## config.mk

```make
export PLATFORM = sky130hd
export DESIGN_NAME = fp8_addsub
export DESIGN_NICKNAME = d
export VERILOG_FILES = /design/src/rtl/fp8_add_pkg.sv /design/src/rtl/fp8_unpack.sv /design/src/rtl/fp8_align_add.sv /design/src/rtl/fp8_norm_round.sv /design/src/rtl/fp8_addsub.sv
export SDC_FILE = /design/constraint.sdc
export NUM_CORES = 1
export LEC_CHECK = 0
export ABC_AREA = 1
export ABC_CLOCK_PERIOD_IN_PS = 5700
export BUFFER_PORTS_ARGS = -buffer_cell sky130_fd_sc_hd__buf_2
export CORE_MARGIN = 5
export CORE_UTILIZATION = 35
export DETAILED_ROUTE_END_ITERATION = 7
export PLACE_DENSITY = 0.56
export RECOVER_POWER = 50
export SETUP_SLACK_MARGIN = 0.02
export SLEW_MARGIN = 15
export SYNTH_ARGS = -nofsm -noshare
export SYNTH_HDL_FRONTEND = slang
export SYNTH_SLANG_ARGS = --single-unit
```

## constraint.sdc

```tcl
create_clock -name clk -period 5.7 [get_ports clk]
set_input_delay 0.285 -clock clk [delete_from_list [all_inputs] [get_ports clk]]
set_output_delay 0.285 -clock clk [all_outputs]
set_load 0.01 [all_outputs]
```

## src/rtl/fp8_add_pkg.sv

```systemverilog
package fp8_add_pkg;

    localparam int FP8_W  = 8;
    localparam int SIG_W  = 4;
    localparam int GRD_W  = 3;
    localparam int EXT_W  = SIG_W + GRD_W;
    localparam int SUM_W  = EXT_W + 1;
    localparam int EXP_W  = 5;
    localparam int EXPI_W = EXP_W + 1;
    localparam int SHC_W  = $clog2(EXT_W + 1);

    localparam logic [FP8_W-1:0] NAN_WORD = 8'h7F;
    localparam logic [FP8_W-2:0] SAT_MAG  = 7'h7E;
    localparam logic [FP8_W-2:0] INF_MAG  = 7'h7C;

    typedef enum logic {
        FMT_A43 = 1'b0,
        FMT_B52 = 1'b1
    } fp8_fmt_e;

    typedef struct packed {
        logic             sign;
        logic [EXP_W-1:0] exp;
        logic [SIG_W-1:0] sig;
        logic             is_nan;
        logic             is_inf;
    } fp8_unp_t;

endpackage

```

## src/rtl/fp8_unpack.sv

```systemverilog
module fp8_unpack
    import fp8_add_pkg::*;
(
    input  logic [FP8_W-1:0] word,
    input  fp8_fmt_e         fmt,
    output fp8_unp_t         unp
);

    logic [3:0] exp_a43;
    logic [4:0] exp_b52;

    assign exp_a43 = word[6:3];
    assign exp_b52 = word[6:2];

    always_comb begin
        unp      = '0;
        unp.sign = word[FP8_W-1];
        unique case (fmt)
            FMT_A43: begin
                unp.exp    = (exp_a43 == '0) ? EXP_W'(1) : EXP_W'(exp_a43);
                unp.sig    = {|exp_a43, word[2:0]};
                unp.is_nan = &word[6:0];
            end
            FMT_B52: begin
                unp.exp    = (exp_b52 == '0) ? EXP_W'(1) : exp_b52;
                unp.sig    = {|exp_b52, word[1:0], 1'b0};
                unp.is_nan = (&exp_b52) & (|word[1:0]);
                unp.is_inf = (&exp_b52) & ~(|word[1:0]);
            end
        endcase
    end

endmodule

```

## src/rtl/fp8_align_add.sv

```systemverilog
module fp8_align_add
    import fp8_add_pkg::*;
(
    input  fp8_unp_t          opa,
    input  fp8_unp_t          opb,
    input  logic              sub,
    output logic              spec_hit,
    output logic [FP8_W-1:0]  spec_word,
    output logic              spec_inv,
    output logic              res_sign,
    output logic [EXPI_W-1:0] res_exp,
    output logic [SUM_W-1:0]  res_sum
);

    logic             sign_b;
    logic             a_big;
    logic             big_sign, sml_sign;
    logic [EXP_W-1:0] big_exp,  sml_exp, exp_diff;
    logic [SIG_W-1:0] big_sig,  sml_sig;
    logic [SHC_W-1:0] shamt;
    logic [EXT_W-1:0] big_ext, sml_ext, sml_shift, lost_mask, aligned;
    logic             sticky, eff_sub;
    logic             any_nan, inf_clash;

    assign sign_b = opb.sign ^ sub;
    assign a_big  = {opa.exp, opa.sig} >= {opb.exp, opb.sig};

    // magnitude ordering: larger operand on the "big" side
    always_comb begin
        if (a_big) begin
            big_sign = opa.sign; big_exp = opa.exp; big_sig = opa.sig;
            sml_sign = sign_b;   sml_exp = opb.exp; sml_sig = opb.sig;
        end else begin
            big_sign = sign_b;   big_exp = opb.exp; big_sig = opb.sig;
            sml_sign = opa.sign; sml_exp = opa.exp; sml_sig = opa.sig;
        end
    end

    // alignment with guard bits and a folded sticky bit
    assign exp_diff  = big_exp - sml_exp;
    assign shamt     = (exp_diff > EXP_W'(EXT_W)) ? SHC_W'(EXT_W) : SHC_W'(exp_diff);
    assign big_ext   = {big_sig, {GRD_W{1'b0}}};
    assign sml_ext   = {sml_sig, {GRD_W{1'b0}}};
    assign sml_shift = sml_ext >> shamt;
    assign lost_mask = (EXT_W'(1) << shamt) - EXT_W'(1);
    assign sticky    = |(sml_ext & lost_mask);
    assign aligned   = sml_shift | {{(EXT_W-1){1'b0}}, sticky};
    assign eff_sub   = big_sign ^ sml_sign;

    always_comb begin
        if (eff_sub) res_sum = {1'b0, big_ext} - {1'b0, aligned};
        else         res_sum = {1'b0, big_ext} + {1'b0, aligned};
    end

    assign res_sign = (res_sum == '0) ? (opa.sign & sign_b) : big_sign;
    assign res_exp  = {1'b0, big_exp};

    // special operands
    assign any_nan   = opa.is_nan | opb.is_nan;
    assign inf_clash = opa.is_inf & opb.is_inf & (opa.sign ^ sign_b);
    assign spec_inv  = any_nan | inf_clash;
    assign spec_hit  = any_nan | opa.is_inf | opb.is_inf;

    always_comb begin
        if (spec_inv)       spec_word = NAN_WORD;
        else if (opa.is_inf) spec_word = {opa.sign, INF_MAG};
        else                 spec_word = {sign_b, INF_MAG};
    end

endmodule

```

## src/rtl/fp8_norm_round.sv

```systemverilog
module fp8_norm_round
    import fp8_add_pkg::*;
(
    input  fp8_fmt_e          fmt,
    input  logic              sign_in,
    input  logic [EXPI_W-1:0] exp_in,
    input  logic [SUM_W-1:0]  sum_in,
    output logic [FP8_W-1:0]  word,
    output logic              ovf,
    output logic              unf
);

    logic [SHC_W-1:0]  lz;
    logic [EXPI_W-1:0] lim, sh, ne, e_out, expf;
    logic [EXT_W-1:0]  nrm;
    logic              g_bit, st_bit, inc, carry, hid;
    logic [4:0]        rnd_a;
    logic [3:0]        rnd_b;
    logic [2:0]        man;

    // leading-zero count over the in-range bits
    always_comb begin
        lz = SHC_W'(EXT_W);
        for (int i = 0; i < EXT_W; i++) begin
            if (sum_in[i]) lz = SHC_W'(EXT_W - 1 - i);
        end
    end

    // renormalise: right by one on carry-out, else left, floored at exponent 1
    always_comb begin
        lim = exp_in - EXPI_W'(1);
        sh  = '0;
        if (sum_in[SUM_W-1]) begin
            nrm = {sum_in[SUM_W-1:2], sum_in[1] | sum_in[0]};
            ne  = exp_in + EXPI_W'(1);
        end else begin
            sh  = (EXPI_W'(lz) > lim) ? lim : EXPI_W'(lz);
            nrm = sum_in[EXT_W-1:0] << sh;
            ne  = exp_in - sh;
        end
    end

    // round to nearest even, then pack
    always_comb begin
        word   = '0;
        ovf    = 1'b0;
        unf    = 1'b0;
        rnd_a  = '0;
        rnd_b  = '0;
        g_bit  = 1'b0;
        st_bit = 1'b0;
        inc    = 1'b0;
        carry  = 1'b0;
        hid    = 1'b0;
        man    = '0;
        e_out  = ne;
        expf   = '0;
        unique case (fmt)
            FMT_A43: begin
                g_bit  = nrm[2];
                st_bit = |nrm[1:0];
                inc    = g_bit & (st_bit | nrm[3]);
                rnd_a  = {1'b0, nrm[6:3]} + 5'(inc);
                carry  = rnd_a[4];
                hid    = rnd_a[4] | rnd_a[3];
                man    = carry ? 3'b000 : rnd_a[2:0];
                e_out  = ne + EXPI_W'(carry);
                expf   = hid ? e_out : '0;
                if (e_out > EXPI_W'(15) || (e_out == EXPI_W'(15) && man == 3'b111)) begin
                    word = {sign_in, SAT_MAG};
                    ovf  = 1'b1;
                end else begin
                    word = {sign_in, expf[3:0], man};
                    unf  = (expf == '0) && (man != '0);
                end
            end
            FMT_B52: begin
                g_bit  = nrm[3];
                st_bit = |nrm[2:0];
                inc    = g_bit & (st_bit | nrm[4]);
                rnd_b  = {1'b0, nrm[6:4]} + 4'(inc);
                carry  = rnd_b[3];
                hid    = rnd_b[3] | rnd_b[2];
                man    = carry ? 3'b000 : {1'b0, rnd_b[1:0]};
                e_out  = ne + EXPI_W'(carry);
                expf   = hid ? e_out : '0;
                if (e_out >= EXPI_W'(31)) begin
                    word = {sign_in, INF_MAG};
                    ovf  = 1'b1;
                end else begin
                    word = {sign_in, expf[4:0], man[1:0]};
                    unf  = (expf == '0) && (man != '0);
                end
            end
        endcase
    end

endmodule

```

## src/rtl/fp8_addsub.sv

```systemverilog
module fp8_addsub
    import fp8_add_pkg::*;
(
    input  logic             clk,
    input  logic             rst_n,
    input  logic             in_valid,
    input  logic [FP8_W-1:0] op_a,
    input  logic [FP8_W-1:0] op_b,
    input  logic             op_sub,
    input  logic             fmt_sel,
    output logic             out_valid,
    output logic [FP8_W-1:0] result,
    output logic             flag_ovf,
    output logic             flag_unf,
    output logic             flag_inv
);

    localparam int N_OPS = 2;

    fp8_fmt_e                     fmt_in;
    logic [N_OPS-1:0][FP8_W-1:0]  op_words;
    fp8_unp_t                     unp [N_OPS];

    logic              c_spec_hit, c_spec_inv, c_sign;
    logic [FP8_W-1:0]  c_spec_word;
    logic [EXPI_W-1:0] c_exp;
    logic [SUM_W-1:0]  c_sum;

    // stage-1 registers
    logic              s1_valid, s1_spec_hit, s1_spec_inv, s1_sign;
    fp8_fmt_e          s1_fmt;
    logic [FP8_W-1:0]  s1_spec_word;
    logic [EXPI_W-1:0] s1_exp;
    logic [SUM_W-1:0]  s1_sum;

    logic [FP8_W-1:0]  n_word;
    logic              n_ovf, n_unf;

    assign fmt_in      = fp8_fmt_e'(fmt_sel);
    assign op_words[0] = op_a;
    assign op_words[1] = op_b;

    for (genvar gi = 0; gi < N_OPS; gi++) begin : g_unpack
        fp8_unpack i_unpack (
            .word (op_words[gi]),
            .fmt  (fmt_in),
            .unp  (unp[gi])
        );
    end

    fp8_align_add i_align (
        .opa       (unp[0]),
        .opb       (unp[1]),
        .sub       (op_sub),
        .spec_hit  (c_spec_hit),
        .spec_word (c_spec_word),
        .spec_inv  (c_spec_inv),
        .res_sign  (c_sign),
        .res_exp   (c_exp),
        .res_sum   (c_sum)
    );

    always_ff @(posedge clk or negedge rst_n) begin
        if (!rst_n) begin
            s1_valid     <= 1'b0;
            s1_fmt       <= FMT_A43;
            s1_spec_hit  <= 1'b0;
            s1_spec_inv  <= 1'b0;
            s1_spec_word <= '0;
            s1_sign      <= 1'b0;
            s1_exp       <= '0;
            s1_sum       <= '0;
        end else begin
            s1_valid <= in_valid;
            if (in_valid) begin
                s1_fmt       <= fmt_in;
                s1_spec_hit  <= c_spec_hit;
                s1_spec_inv  <= c_spec_inv;
                s1_spec_word <= c_spec_word;
                s1_sign      <= c_sign;
                s1_exp       <= c_exp;
                s1_sum       <= c_sum;
            end
        end
    end

    fp8_norm_round i_round (
        .fmt     (s1_fmt),
        .sign_in (s1_sign),
        .exp_in  (s1_exp),
        .sum_in  (s1_sum),
        .word    (n_word),
        .ovf     (n_ovf),
        .unf     (n_unf)
    );

    always_ff @(posedge clk or negedge rst_n) begin
        if (!rst_n) begin
            out_valid <= 1'b0;
            result    <= '0;
            flag_ovf  <= 1'b0;
            flag_unf  <= 1'b0;
            flag_inv  <= 1'b0;
        end else begin
            out_valid <= s1_valid;
            if (s1_valid) begin
                if (s1_spec_hit) begin
                    result   <= s1_spec_word;
                    flag_ovf <= 1'b0;
                    flag_unf <= 1'b0;
                    flag_inv <= s1_spec_inv;
                end else begin
                    result   <= n_word;
                    flag_ovf <= n_ovf;
                    flag_unf <= n_unf;
                    flag_inv <= 1'b0;
                end
            end
        end
    end

endmodule

```

* After elaboration in Yosys (flattened, before gate mapping)
Cells that the tools add are included.
Storage, ports and cells: flip-flop bits (word level) 38, latch bits 0, RAM bits 0, bits in read-only memories 0, input bits 21, output and inout port bits 12, memories kept 0
Cells by class: $add $sub $neg 11, multiply operators 0, div/mod/pow operators 0, magnitude comparators 5, equal/unequal tests 2, shifts and indexed selects 3, multiplexer cells 46, bitwise operators 27, reductions and logical operators 26
Operator list (count):
- 10-bit case mux with 2 select lines | 2
- 8-bit 2-to-1 mux | 4
- 6-bit 2-to-1 mux | 4
- 7-bit 2-to-1 mux | 3
- 5-bit 2-to-1 mux | 4
- 3-bit 2-to-1 mux | 6
- 4-bit 2-to-1 mux | 4
- 8-bit case mux with 2 select lines | 1
- 7-bit AND reduction | 2
- 1-bit 2-to-1 mux | 13
- 6-bit by 1-bit adder with 6-bit output | 2
- 6-bit logical NOT | 2
- 5-bit logical NOT | 2
- 5-bit AND reduction | 2
- 5-bit OR reduction | 2
- 1-bit bitwise AND | 9
- 9-bit greater-or-equal comparator | 1
- 1-bit bitwise OR | 9
- 7-bit by 7-bit adder with 8-bit output | 1
- 4-bit logical NOT | 2
- 8-bit logical NOT | 1
- 4-bit OR reduction | 2
- 7-bit by 7-bit subtractor with 8-bit output | 1
- 7-bit bitwise AND | 1
- other kinds (27) | 40

* Depth between registers and ports, before layout
Gate-level depths: netlist (run 1).
word-level depth 22, gate-level depth with buffers 43

* By module
From an unflattened synthesis (run 1), not the netlist that was laid out.
Second synthesis, totals: cells, all modules 863, area total of the unflattened synthesis 5167.5 µm²
Modules (own cells, without submodules):
- fp8_addsub | times used 1, cells each 185, area each 1620.3 µm², sequential area each 975.9 µm²
- fp8_align_add | times used 1, cells each 304, area each 1607.8 µm², sequential area each 0.0 µm²
- fp8_norm_round | times used 1, cells each 298, area each 1594.0 µm², sequential area each 0.0 µm²
- fp8_unpack | times used 2, cells each 38, area each 172.7 µm², sequential area each 0.0 µm²

* Worst setup path after synthesis (run 1)
Ideal clock, no wire load.
kind flip-flop to flip-flop, from register s1_sum[2], to register flag_unf, setup time 0.065 ns, arrival time 4.412 ns, data required time 5.635 ns, slack 1.223 ns, cell stages (with the launch flop) 31, buffers on the path 1, clock period less this slack 4.477 ns, cell sequence dfrtp_1 > nor2_1 > inv_1 > a311oi_1 > ha_1 > inv_1 > o21bai_1 > a21oi_1 > a31oi_1 > nand2_1 > nand2_1 > o21ai_2 > buf_2 > inv_1 > ha_1 > a21oi_1 > o21a_1 > ha_1 > xnor2_1 > inv_1 > nor2_1 > nand3_1 > nor2_1 > xnor2_1 > a41oi_1 > nand2_1 > inv_1 > nand4_1 > o21ai_0 > nand2_1 > nand2_1
Between the ends: cells in the longest elaborated chain, start to end 20
Ends and longest elaborated chain:
- from (decl) | line fp8_addsub.sv:34 | logic [SUM_W-1:0] s1_sum;
- from (signal assigned) | line fp8_addsub.sv:82 | s1_sum <= c_sum;
- branches (longest 18 deep; another with 3-bit by 6-bit greater-than comparator with 1-bit output)
- 1-bit case mux with 2 select lines (*) | line fp8_norm_round.sv:58 | unique case (fmt)
- 1-bit 2-to-1 mux (*) | line fp8_addsub.sv:107 | if (s1_spec_hit) begin
- to (signal assigned) | line fp8_addsub.sv:115 | flag_unf <= n_unf;
- to (decl) | line fp8_addsub.sv:14 | output logic flag_unf,
Every way passes the cells marked *. A chain may end at the register's enable or synchronous reset.

* Final worst setup path (run 1)
Ends and elaborated chain as after synthesis.

==> summary.txt, run 1 <==
Outcome
  • Outcome: complete, but fails checks
  • Failing checks: max-capacitance violations, max-slew violations

Placed design
  • Post-DP HPWL: about 8600 µm
  • Placed Instances: 810
  • Cell area after placement: 4399 µm²
  • GPL Wtd Cong: 0.8657
  • IO buf count: 32

Timing
  • Final Hold Vio Count: 0
  • Slew headroom: -12.97%
  • Setup TNS: 0 ns
  • Fmax: 199.6 MHz
  • Setup repair after global routing missed its margin: no
  • Slew Limit Fails: 33
  • Clock skew: 0.002839 ns
  • Worst Tran Pin Value: 1.695 ns
  • Min cycle time layout: approximately 5.0 ns
  • Period utilisation layout: 87.88%
  • Endpoints failing setup: 0

Cells and area
  • Share of cells above drive strength 1: 12.30%
  • Area growth syn-to-layout: 11.56%
  • Post-route cell area: 4563 µm²
  • Nets: 733
  • Footprint of the multi-input gates: approximately 2800 µm²
  • Reg area: 800.8 µm²
  • Layout filler cell count: 1248
  • Non-Filler Instances: 818
  • Antenna Cells: 0

Worst setup path
  • Worst Setup End Kind: flop
  • Slowest cell delay on critical path: 0.39 ns
  • Reg2Reg Launch Point: s1_sum[2]
  • CP arrival: 5.17 ns
  • Critical Path Start: s1_sum[2]
  • Worst path required time: about 5.9 ns
  • CP max stage cell: dfrtp_1
  • CP most frequent cell: nand2_1
  • FF-to-FF path depth: 32
  • Worst Path Max Fanout: 12
  • Crit path kind: reg -> reg
  • Crit path launch type: flop

Logic synthesis
  • Synth Area per Inst: 6.361 µm²
  • Synth Register Bits: 32
  • Number of synthesized flops with an enable pin: 0
  • Register area share after synthesis: 19.58%
  • Top-count cell post-synth: nand2_1
  • Dominant synthesized flop cell: dfrtp_1
  • Synth top cells by count: 161 x nand2_1, 104 x inv_1, 48 x o21ai_0, 47 x nor2_1, 45 x nand3_1
  • Synth area leader: dfrtp_1
  • Synth Instances: 643
  • Synth unique cells: 45
  • Yosys warning count: 0
  • Largest cells by area after synthesis: dfrtp_1 20%, nand2_1 15%, ha_1 11%, inv_1 9.5%, o21ai_0 5.9%
  • Asr flop ratio synth: 100.0%
  • Post-synthesis net count: 702
  • Netlist Area Pre-Place: 4090 µm²
  • Top-area cell type share of the netlist area: around 20%

Routing
  • Vias: 4087
  • DR iter-0 viols: 219
  • DR pass1 iterations: 4
  • Routed WL per cell: 12.64 µm
  • Via-to-Cell Ratio: 4.996
  • Post-DRT Antenna Nets: 0
  • WL final: just over 10000 µm
  • # DRC: 0

Clocking
  • Num CTS Buffers: 5
  • H-tree depth: 2
  • Clock sink count: 32
  • TritonCTS clock tree: yes
  • Post-CTS Setup Bufs: 0
  • CTS resizes: 0
  • Longest Clk Path Bufs: 2
  • Clock-pin transition on the worst setup and hold timing paths: approximately 0.05 ns
  • Hold_buf cts: 0
  • Root buf cell: clkbuf_16
  • Clock latency on the worst-skew pair: 0.27 ns

Global route
  • Initial antenna violation count: 0
  • Met2 Use GR: 25.39%
  • Largest net degree at the start of global routing: 33
  • Routing usage on met1: 20.44%
  • Met3 Use GR: 1.297%
  • First-pass GRT wire length: 18210 µm
  • Number of global-route vias before repair: 3938
  • Gr usage total: 14.97%
  • Gr busiest metal: met2
  • Total global routing overflow: 0

Floorplan
  • Die X: 118.1 µm
  • Die height: 118.1 µm
  • Initial Util: 35.82%
  • Row cnt: 39
  • Core box area: 11420 µm²
  • Die area: between 10000 and 15000 µm²
  • Top-Level Pins: 33

Power and ir drop
  • Pwr/cell area: 632.1 nW/µm²
  • Max VDD drop: 0.0005874 V
  • LEAKAGE: 0.002438 µW

Hold path
  • Worst hold stages: 3
  • Hold path start: op_a[7]
  • Worst hold path class: in -> reg

Job
  • Max_cap viols: 1
path summary, 6_finish.rpt:
path	to	slack (ns)
hold / removal	s1_spec_word[7]	0.37
setup / recovery	flag_unf	0.69
setup reg to reg	flag_unf	0.69
min in group asynchronous	result[3]	0.44
max in group asynchronous	result[2]	4.27
hold reg to reg	flag_inv	0.48
layout make-up:
cell class	instances	share of cell area, %
Inverter	110	9.103
Multi-Input combinational cell	490	61.83
Clock buffer	5	2.742
Sequential cell	32	17.55
Timing Repair Buffer	35	3.921
Clock inverter	3	0.9323
Tap cell	143	3.921
logic make-up after synthesis:
kind of cell	after synthesis	synth area share [%]
simple gates	314	36.16
compound gates	118	16.30
fa+ha+maj	38	11.99
xor+xnor	18	4.038
buf+inv	121	11.44
flops	32	19.58
mux	2	0.4895
flip-flops by register name (all words and copies together), names as in the netlist:
name          cells
out_valid         1
s1_exp            5
s1_fmt            1
flag_unf          1
s1_valid          1
s1_spec_word      3
s1_sign           1
flag_ovf          1
result            8
s1_sum            8
s1_spec_hit       1
flag_inv          1
per-stage QoR:
step           setup slack, ns  utilization [%]  power [µW]  hold WS, ns
2_1_floorplan            1.223                -        2070     -0.01059
3_3_place_gp            0.3140            38.53        2571       0.3739
3_5_place_dp            0.2552            38.53        2570       0.3921
4_1_cts                 0.5242            40.00        2892      0.09982
5_1_grt                0.09901            39.96        3247       0.3809
6_report                0.6906            39.96        2884       0.3739
placed cells by master, fill, tap and decap left out, types with 5 or more instances in the layout:
master	count
nand2_1	161
inv_1	104
o21ai_0	47
nor2_1	47
nand3_1	45
ha_1	36
dfrtp_1	32
a21oi_1	31
buf_2	26
nand4_1	13
o21ai_1	12
xnor2_1	11
nand2_2	9
o22ai_1	7
nor3_1	7
nand3_2	7
xor2_1	6
nor2_2	6
or2_2	5
clkbuf_16	5
clkbuf_1	5
where the power goes:
| part | total, µW | leakage [µW] | internal, µW | switching, µW |
|---|---|---|---|---|
| sequential | 340 | 0.000382 | 289 | 50.5 |
| clock | 302 | 0.0000798 | 205 | 97.1 |
| combinational | 2240 | 0.00198 | 820 | 1420 |
| total | 2880 | 0.00244 | 1310 | 1570 |
metal layers:
metal  wire length, µm  part of all wire [%]
met4               193                   1.9
met3               217                   2.1
met2              4862                    47
met1              5066                    49
met5                 0                     0
worst max-delay path, delay by kind of cell (launching register included):
kind | cells | cell delay (ns)
AOI/OAI and AO/OA | 10 | 1.77
and+or+nand+nor | 12 | 1.31
adders and majority gates | 4 | 0.86
buffers and inverters | 5 | 0.40
DFF | 1 | 0.39
xor gates and xnor gates | 1 | 0.16
No activity file was read; power rests on OpenSTA's default activity.
==> inputs of run 2 (changes only) <==
Settings changed: ABC_AREA 1 to 0.
==> run 2 against run 1 <==
Effect of this change: die area rose by 6.6%; final area rose by 23%; sequential power up 7.6%; register-to-register slack lost 0.26 ns; total power down 14%; setup slack got worse by 0.71 ns; first-iteration DRC count up 37%; utilization increased by 6.2 points; critical path depth shrank 1; the run ends with max-capacitance violations, max-slew violations, negative setup slack left; worst hold slack gained 0.026 ns; clock-buffer cell count unchanged; fmax decreased by 12%.
==> summary.txt, run 2 <==
Clocking
  • TritonCTS clock tree: yes
  • Root buf cell: clkbuf_16
  • Clock-pin transition on the worst setup and hold timing paths: 0.06 ns
  • Clock latency on the worst-skew pair: 0.28 ns
  • H-tree depth: 2
  • Longest Clk Path Bufs: 2
  • Clock sink count: 32
  • Hold_buf cts: 0
  • Num CTS Buffers: 5

Worst setup path
  • Crit path kind: in -> reg
  • Reg-to-reg setup timing slack: around 0.43 ns
  • Critical Path Start: op_a[6]
  • Worst Setup End Kind: flop
  • Worst Path Max Fanout: 2
  • Slowest cell delay on critical path: 0.54 ns
  • Crit path launch type: input pin
  • Worst setup endpoint: s1_sign
  • Reg2Reg Launch Point: s1_exp[1]
  • Worst path required time: 5.87 ns
  • FF-to-FF path depth: 23
  • CP max stage cell: or4_4
  • Worst reg2reg endpoint: result[0]
  • CP most frequent cell: a21oi_2
  • CP arrival: 5.89 ns

Logic synthesis
  • Netlist Area Pre-Place: 4384 µm²
  • Top-count cell post-synth: nand2_1
  • Top-area cell type share of the netlist area: 18.26%
  • Synth Area per Inst: about 7.7 µm²
  • Synth Register Bits: 32
  • Yosys warning count: 0
  • Synth top cells by count: 60 x nand2_1, 55 x nor2_1, 42 x inv_1, 40 x a21oi_1, 38 x o21ai_0
  • Synth Instances: 567
  • Dominant synthesized flop cell: dfrtp_1
  • Largest cells by area after synthesis: dfrtp_1 18%, ha_1 10%, nand2_1 5.1%, nor2_1 4.7%, a21oi_1 4.6%
  • Post-synthesis net count: 626
  • Register area share after synthesis: 18.26%
  • Synth area leader: dfrtp_1
  • Number of synthesized flops with an enable pin: 0
  • Asr flop ratio synth: 100.0%
  • Synth unique cells: 88

Timing
  • Setup TNS: -0.01657 ns
  • Endpoints failing setup: 1
  • Hold slack final: 0.4000 ns
  • Setup WS post-layout: -0.01657 ns
  • Slew headroom: -15.11%
  • Min cycle time layout: 5.717 ns
  • Worst Tran Pin Value: 1.727 ns
  • Final Hold Vio Count: 0
  • Period utilisation layout: 100.3%
  • Clock skew: 0.005500 ns
  • Fmax: 174.9 MHz
  • Slew Limit Fails: 33
  • Setup repair after global routing missed its margin: yes

Placed design
  • GPL Wtd Cong: 0.9135
  • IO buf count: 32
  • Placed Instances: 825
  • Post-Place Worst Slack: -0.2794 ns
  • Post-DP HPWL: 10150 µm

Floorplan
  • Top-Level Pins: 33
  • Die area: 14860 µm²
  • Die height: 121.9 µm
  • Die X: 121.9 µm
  • Row cnt: 40
  • Core box area: 12160 µm²
  • Initial Util: 36.05%

Hold path
  • Worst hold path class: in -> reg

Power and ir drop
  • Register share of total power: 14.7%
  • Max VDD drop: 0.0001839 V
  • P_int: 1296 µW
  • LEAKAGE: 0.002519 µW
  • Combinational power share: 72.9%
  • Clock Power Share: about an eighth
  • Total power: between 2000 and 2500 µW
  • Net Sw Frac: 47.82%
  • P_sw: 1188 µW
  • Pwr/cell area: 442.2 nW/µm²

Global route
  • Largest net degree at the start of global routing: 33
  • Total global routing overflow: 0
  • Number of global-route vias before repair: 4521
  • First-pass GRT wire length: 21070 µm
  • Gr usage total: 16.84%
  • Initial antenna violation count: 0

Routing
  • Routed WL per cell: 15.09 µm
  • Post-DRT Antenna Nets: 0
  • Vias: 4585
  • # DRC: 0
  • DR iter-0 viols: 300
  • Via-to-Cell Ratio: 5.484
  • Wl on met1: approximately 5800 µm
  • DR pass1 iterations: 5
  • Highest routed layer: met4
  • WL final: 12620 µm
  • Met3 routed WL: 426 µm
  • Met2 routed WL: 6059 µm

Job
  • Max_cap viols: 1

Cells and area
  • Nets: between 700 and 800
  • Largest registers: result (8), s1_sum (8), s1_exp (5)
  • Commonest non-fill, non-tap cell in the layout: buf_4
  • Non-Filler Instances: 836
  • Share of cells above drive strength 1: 29.04%
  • Antenna Cells: 0
  • Area growth syn-to-layout: 28.17%
  • Most frequent cells in the layout: 79 x buf_4, 56 x nand2_1, 53 x nor2_1

Outcome
  • Failing checks: max-capacitance violations, max-slew violations, negative setup slack
  • Outcome: complete, but fails checks
-- run 2: final cells by class --
type | instances | area, µm²
Tap cell | 168 | 210.2
Timing Repair Buffer | 111 | 764.5
Inverter | 43 | 161.4
Multi-Input combinational cell | 474 | 3511
Clock buffer | 5 | 125.1
Clock inverter | 3 | 46.29
Fill cell | 1199 | 6543
Sequential cell | 32 | 800.8
-- run 2: power by group through the flow --
| stage | registers [µW] | logic, µW | clock network [µW] |
|---|---|---|---|
| 6_report | 366 | 1810 | 309 |
| 5_1_grt | 375 | 2010 | 323 |
| 4_1_cts | 363 | 1700 | 315 |
| 3_5_place_dp | 366 | 1680 | 0 |
| 3_3_place_gp | 365 | 1650 | 0 |
| 2_1_floorplan | 356 | 1180 | 0 |
-- run 2: per-stage QoR --
step / utilization (%) / cell area, µm²
2_1_floorplan: - / 4384
6_report: 46.20 / 5619
3_3_place_gp: 43.09 / 5240
3_5_place_dp: 43.09 / 5240
5_1_grt: 46.20 / 5619
4_1_cts: 44.52 / 5414
-- run 2: cell families after synthesis --
family / synth area share, %
buffers and inverters: 5.622
adders and majority gates: 11.64
xor gates and xnor gates: 3.396
AOI/OAI and AO/OA: 26.71
and+or+nand+nor: 25.06
muxes: 9.304
DFF: 18.26
-- run 2: timing repair --
| action | CTS | global route |
|---|---|---|
| buffers inserted | 0 | 3 |
| endpoints found under the hold margin | 0 | 0 |
| resized for setup | 1 | 40 |
| pin swaps | 0 | 25 |
| cloned | 0 | 0 |
| setup endpoints to repair | 1 | 10 |
-- run 2: worst min path at each step --
| stage | from | endpoint | slack, ns | cells past startpoint |
|---|---|---|---|---|
| 4_1_cts | rst_n | s1_spec_word[6] | 0.1 | 1 |
| 3_5_place_dp | rst_n | result[5] | 0.39 | 1 |
| 6_report | op_a[7] | s1_spec_word[7] | 0.40 | 3 |
| 2_1_floorplan | rst_n | flag_inv | -0.01 | 0 |
| 5_1_grt | op_a[7] | s1_spec_word[7] | 0.43 | 3 |
| 3_3_place_gp | rst_n | result[6] | 0.38 | 1 |
-- run 2: routing by layer --
metal,GRT usage [%],up-vias
met5,0,-
met2,28.80,100
met3,1.161,15
li1,-,2283
met1,22.23,2187
met4,6.373,0
-- run 2: critical path: cells and delay by family --
family,cells,cell delay (ns)
buffers and inverters,2,0.14
adders and majority gates,4,1.03
muxes,2,0.43
and+or+nand+nor,13,2.24
AOI/OAI and AO/OA,10,1.77
==> inputs of run 3 (changes only) <==
Settings changed: CORE_UTILIZATION 35 to 45, PLACE_DENSITY 0.56 to 0.68.
==> run 3 against run 2 <==
Effect of this change: the flow finishes with violations (negative setup slack); combinational power shrank 2%; register-to-register slack lost 0.02 ns; total power shrank 7.3%; global-route usage grew 3.6 points; sequential power is essentially flat; sequential share of layout area grew 0.52 points; critical path type unchanged; critical endpoint unchanged; largest power group unchanged; highest routed layer unchanged.
==> summary.txt, run 3 (synthesized netlist as in run 2, its figures left out) <==
Global route
  • Largest net degree at the start of global routing: 33
  • Initial antenna violation count: 0
  • Number of global-route vias before repair: 4373
  • Gr usage total: 20.47%
  • Total global routing overflow: 0
  • First-pass GRT wire length: 20110 µm

Worst setup path
  • Worst Path Max Fanout: 2
  • Slowest cell delay on critical path: 0.53 ns
  • Worst Setup End Kind: flop
  • Worst path required time: 5.88 ns
  • CP arrival: just under 6 ns
  • CP most frequent cell: a21oi_2
  • Crit path buffers/inverters: 2
  • Crit path max-delay family: simple AND/OR/NAND/NOR gates
  • Crit path launch type: input pin
  • Crit path kind: in -> reg
  • CP max stage cell: or4_4

Cells and area
  • Share of cells above drive strength 1: 28.34%
  • Most frequent cells in the layout: 78 x buf_4, 58 x nand2_1, 54 x nor2_1
  • Largest registers: result (8), s1_sum (8), s1_exp (5)
  • Nets: about 730
  • Antenna Cells: 0
  • Layout filler cell count: 904
  • Commonest non-fill, non-tap cell in the layout: buf_4
  • Area growth syn-to-layout: 23.66%

Placed design
  • IO buf count: 32
  • Post-Place Worst Slack: -0.2037 ns
  • GPL Wtd Cong: ~0.92
  • Post-DP HPWL: 9725 µm

Timing
  • Slew Limit Fails: 0
  • Clock skew: 0.01181 ns
  • Hold slack final: 0.05913 ns
  • Final Hold Vio Count: 0
  • Period utilisation layout: 101.3%
  • Fmax: 173.1 MHz
  • Setup repair after global routing missed its margin: yes
  • Min cycle time layout: 5.777 ns
  • Setup WS post-layout: -0.07669 ns
  • Setup TNS: -0.07669 ns
  • Slew headroom: 50.93%
  • Endpoints failing setup: 1
  • Worst Tran Pin Value: 0.7361 ns

Floorplan
  • Die height: between 100 and 150 µm
  • Die area: 11820 µm²
  • Row cnt: 36
  • Initial Util: 45.48%
  • Core box area: 9639 µm²
  • Die X: 108.7 µm
  • Top-Level Pins: 33

Power and ir drop
  • LEAKAGE: 0.002470 µW
  • Max VDD drop: 0.0002539 V
  • Pwr/cell area: around 430 nW/µm²

Outcome
  • Outcome: complete, but fails checks
  • Failing checks: negative setup slack

Clocking
  • TritonCTS clock tree: yes
  • Clock-pin transition on the worst setup and hold timing paths: 0.08 ns
  • H-tree depth: 2
  • Root buf cell: clkbuf_8
  • Num CTS Buffers: 5
  • Hold_buf cts: 0
  • Clock latency on the worst-skew pair: 0.28 ns
  • Longest Clk Path Bufs: 2
  • Clock sink count: 32

Hold path
  • Worst hold path class: in -> async

Routing
  • Vias: 4536
  • DR iter-0 viols: 308
  • WL final: roughly 12000 µm
  • DR pass1 iterations: 4
  • Post-DRT Antenna Nets: 0
  • Routed WL per cell: 15.37 µm
  • # DRC: 0
  • Via-to-Cell Ratio: 5.670

Job
  • Max_cap viols: 0
run 3: report_power, final:
group          switching (µW)  total (µW)  internal, µW
logic                     990        1770           777
clock network            87.4         172          85.0
registers                72.8         365           292
total                    1150        2300          1150
run 3: layout make-up:
cell class / instances / area, µm² / area share (%)
Inverter: 43 / 161.4 / 2.977
Timing Repair Buffer: 110 / 754.5 / 13.92
Tap cell: 133 / 166.4 / 3.069
Clock buffer: 5 / 68.82 / 1.269
Multi-Input combinational cell: 474 / 3451 / 63.65
Clock inverter: 3 / 18.77 / 0.3462
Sequential cell: 32 / 800.8 / 14.77
run 3: through the flow:
stage	area [µm²]	cells	power, µW	utilization (%)
2_1_floorplan	4384	567	1541	-
3_3_place_gp	5166	786	2015	53.60
3_5_place_dp	5166	786	2044	53.60
4_1_cts	5254	794	2232	54.50
5_1_grt	5421	800	2521	56.24
6_report	5421	800	2304	56.24
run 3: path summary, 6_finish.rpt:
check	endpoint	cells past startpoint	slack [ns]	start
min in group clk	s1_spec_word[7]	3	0.37	op_a[7]
min	flag_inv	1	0.06	rst_n
max in group asynchronous	s1_exp[0]	1	5.17	rst_n
max	s1_sign	31	-0.08	op_a[5]
min reg2reg	s1_spec_word[6]	1	0.48	s1_spec_word[6]
max reg2reg	result[0]	23	0.41	s1_exp[1]
run 3: repair_timing:
item / in CTS / in global routing
resized for setup: 0 / 30
endpoints found under the setup margin: 0 / 11
buffers inserted: 0 / 6
run 3: per-layer routing:
layer,up-vias,global-route usage [%],part of all wire (%),wire (µm)
li1,2285,-,-,-
met3,10,0.8289,2.9,354
met2,86,35.04,49,6025
met5,-,0,0,0
met1,2155,28.21,47,5772
met4,0,5.681,1.2,142
